==> config.mk <==
export PLATFORM = sky130hd
export DESIGN_NAME = sclk_split_inserter
export DESIGN_NICKNAME = d
export VERILOG_FILES = /design/src/rtl/sclk_split_inserter.sv
export SDC_FILE = /design/constraint.sdc
export NUM_CORES = 1
export LEC_CHECK = 0
export BUFFER_PORTS_ARGS = -buffer_cell sky130_fd_sc_hd__buf_2
export CAP_MARGIN = 15
export CORE_AREA = 5 5 42 44
export DETAILED_ROUTE_END_ITERATION = 8
export DIE_AREA = 0 0 47 49
export PLACE_DENSITY = 0.35
export REMOVE_ABC_BUFFERS = 1
export SYNTH_ARGS = -nofsm -noshare
export SYNTH_HDL_FRONTEND = slang
export SYNTH_SLANG_ARGS = --single-unit
==> constraint.sdc <==
create_clock -name clk -period 1.14 [get_ports clk]
set_clock_uncertainty 0.1 [all_clocks]
set_input_delay 0.057 -clock clk [delete_from_list [all_inputs] [get_ports clk]]
set_output_delay 0.057 -clock clk [all_outputs]
set_load 0.05 [all_outputs]
==> src/rtl/sclk_split_inserter.sv <==
module sclk_split_inserter #(
  parameter int SYNC_STAGES  = 2,
  parameter int PULSE_CYCLES = 3
) (
  input  logic clk,
  input  logic rst_n,
  input  logic xfer_flag,
  input  logic blank_n,
  input  logic split_en,
  input  logic nibble_mode,
  input  logic sclk_in,
  output logic sclk_out,
  output logic ins_pulse
);
  localparam int CW = $clog2(PULSE_CYCLES + 1);

  logic [SYNC_STAGES:0] flag_q;
  logic [CW-1:0]        cnt_q;
  logic                 edge_seen, busy, fire;

  always_ff @(posedge clk or negedge rst_n)
    if (!rst_n) flag_q <= '0;
    else        flag_q <= {flag_q[SYNC_STAGES-1:0], xfer_flag};

  assign edge_seen = flag_q[SYNC_STAGES-1] & ~flag_q[SYNC_STAGES];
  assign busy      = cnt_q != '0;
  assign fire      = edge_seen & split_en & ~nibble_mode & ~blank_n & ~busy;

  always_ff @(posedge clk or negedge rst_n)
    if (!rst_n)    cnt_q <= '0;
    else if (fire) cnt_q <= CW'(PULSE_CYCLES);
    else if (busy) cnt_q <= cnt_q - CW'(1);

  assign ins_pulse = busy;
  assign sclk_out  = (sclk_in & blank_n) | ins_pulse;
endmodule


==> reports/metrics.cfg <==
[clock_tree]
clock-sinks = 5
clock_latency_ns = 0.23
clock-root-buffer = clkbuf_4
cts_buffers = 3
tritoncts = built
clockBufferDepth = 2
cts.clk_slew.worst_paths_ns = 0.04
htreeDepth = 1

[power_and_ir_drop]
p_seq_share_pct = 22.3
ir_drop_v = 0.0007522
swShare_pct = 35.33
internal-power_mw = 0.6979
pwr-share-comb_pct = 59.4
power_frac_clock_pct = 18.2
leakage_nw = 0.1920
net-switching-power_mw = 0.3813
powerDensity_nw_per_um2 = 2747

[placement]
dp_worst_setup_slack_ns = -0.04632
gp_congestion = 0.5881
port_buffers = 8

[timing]
period_share_pct = 108.9
setup_slack_ns = -0.1014
slew_violations = 0
post-route-min-period_ns = 1.241
slew_headroom_pct = 92.17
rsz0062_at_grt = yes
worstMarginPinSlew_ns = 0.1141
hold_violations = 0
fmax_mhz = 805.5
setup_violations = 3

[floorplanning]
die_w_um = 47
ios = 9
rows = 14
start_util_pct = 14.37
die_y_um = 49
core_um2 = 1401
dieArea_um2 = 2303

[final_layout]
fin_nets = 43
area_growth_syn_to_layout_pct = 95.03
final_util_pct = 28.04
final_cell_mix = 6 x buf_2, 5 x dfrtp_1, 4 x buf_4, 3 x inv_2, 3 x clkbuf_4
layout_commonest_cell = buf_2
layout-drive-gt1-share_pct = 67.65
diodes = 0

[worst_setup_path]
r2r-end = cnt_q[0]$_DFFE_PN0P_
r2r_cells = 5
worstPathArrival_ns = 1.08
cp.required_ns = 0.98
path_max_fanout = 2
r2r_slack_ns = -0.08
timing.rr.start = cnt_q[1]$_DFFE_PN0P_
critPathLaunchType = flop
end_kind = output port
critPathLaunch = cnt_q[1]$_DFFE_PN0P_
critPathKind = flop to output port
crit_end = sclk_out

[synth]
syn_area_um2 = 201.4
ys_seq_area_share_pct = 62.11
synth_cells = 15
synth_warnings = 0
synth.distinct_cells = 8
syn_area_per_cell_um2 = 13.43
synth-seq-cells = 5

[drt]
wl_per_cell_um = 7.920
wl_um = 396
vias_per_cell = 3.340
drtAntennaViolNets = 0
vias = 167
route.detailed.drc = 0
first_pass_iters = 2
drtIter0Drc = 2

[global_routing]
antenna_found_initial = 0
grtUsageMet1_pct = 5.122
met3_usage_pct = 1.476
use_met2_pct = 5.882
grt.busiest_layer = met2
gr-total-overflow = 0
first_global_vias = 198
grtUsageTotal_pct = 4.597
grt_pass1_wl_um = 724
grt_max_degree = 6

[min_path]
worstHoldPathType = primary input to asynchronous set/reset pin

[job]
maxCapViolCount = 0

[outcome]
violations = negative setup slack
outcome = finished, violations left

==> worst max-delay path: stages (launching register included) <==
cell	delay, ns
dfrtp_1	0.36
inv_2	0.08
ha_4	0.13
buf_6	0.10
nand2_4	0.04
buf_8	0.14
==> routing by layer <==
| metal | share of wire, % | wire length (um) | vias up |
|---|---|---|---|
| met5 | 0 | 0 | - |
| met4 | 0 | 0 | 0 |
| met3 | 14 | 54 | 0 |
| met2 | 49 | 195 | 7 |
| met1 | 37 | 146 | 75 |
| li1 | - | - | 85 |
==> cell families (layout without fill, tap and decap cells) <==
family,after synthesis,after routing,synth area share (%)
and+or+nand+nor,3,3,9.318
adders and majority gates,1,1,6.210
muxes,2,2,12.42
DFF,5,5,62.11
AOI/OAI and AO/OA,1,1,4.349
buffers and inverters,3,22,5.590
==> repair_timing <==
item,CTS,global route
hold buffers,2,0
pin swaps,1,0
endpoints found under the setup margin,3,4
setup buffers,2,0
gates resized for setup,12,2
endpoints found under the hold margin,6,0
cloned,0,0
==> final cells by class <==
class | instances | area (um^2)
clock buffers | 4 | 26.28
fillers | 154 | 1008
inverters | 3 | 11.26
multi-input cells | 7 | 92.59
flip-flops and latches | 5 | 125.1
well taps | 16 | 20.02
repair buffers | 15 | 117.6
==> power groups by stage <==
| stage | Combinational (mW) | Sequential (mW) | Clock, mW |
|---|---|---|---|
| finish | 0.641 | 0.241 | 0.197 |
| detailed placement | 0.440 | 0.236 | 0 |
| CTS | 0.630 | 0.241 | 0.208 |
| global placement | 0.432 | 0.235 | 0 |
| global route | 0.700 | 0.247 | 0.214 |
| floorplan | 0.292 | 0.234 | 0 |
==> metrics by stage <==
step / instance area, um^2 / power, mW / setup TNS [ns] / hold WS [ns] / instances
after global routing: 392.9 / 1.161 / -0.4697 / 0.09424 / 50
after global placement: 284.0 / 0.6679 / -0.08159 / -0.2270 / 42
after floorplan: 201.4 / 0.5265 / -0.03234 / -0.3386 / 15
final: 392.9 / 1.079 / -0.2645 / 0.05673 / 50
after detailed placement: 284.0 / 0.6764 / -0.1111 / -0.2261 / 42
after CTS: 385.4 / 1.078 / -0.2984 / 0.04928 / 50
==> synth_stat cells <==
| library cell | number | area, um^2 |
|---|---|---|
| dfrtp_1 | 5 | 125.1 |
| inv_1 | 3 | 11.26 |
| nand2_1 | 2 | 7.510 |
| ha_1 | 1 | 12.51 |
| mux2_4 | 1 | 15.01 |
| mux2i_1 | 1 | 10.01 |
| nand4bb_1 | 1 | 11.26 |
| o21ai_2 | 1 | 8.760 |
==> state kept, by name, indices dropped and copies added (netlist names) <==
name and cells:
flag_q 3, cnt_q 2
==> how the worst min path moves through the flow <==
stage	endpoint	from	slack, ns
2_1_floorplan	cnt_q[0]$_DFFE_PN0P_	rst_n	-0.34
3_3_place_gp	cnt_q[1]$_DFFE_PN0P_	rst_n	-0.23
3_5_place_dp	cnt_q[1]$_DFFE_PN0P_	rst_n	-0.23
4_1_cts	cnt_q[1]$_DFFE_PN0P_	rst_n	0.05
5_1_grt	cnt_q[0]$_DFFE_PN0P_	rst_n	0.09
6_report	cnt_q[0]$_DFFE_PN0P_	rst_n	0.06
Power figures use the tool's default switching activity.
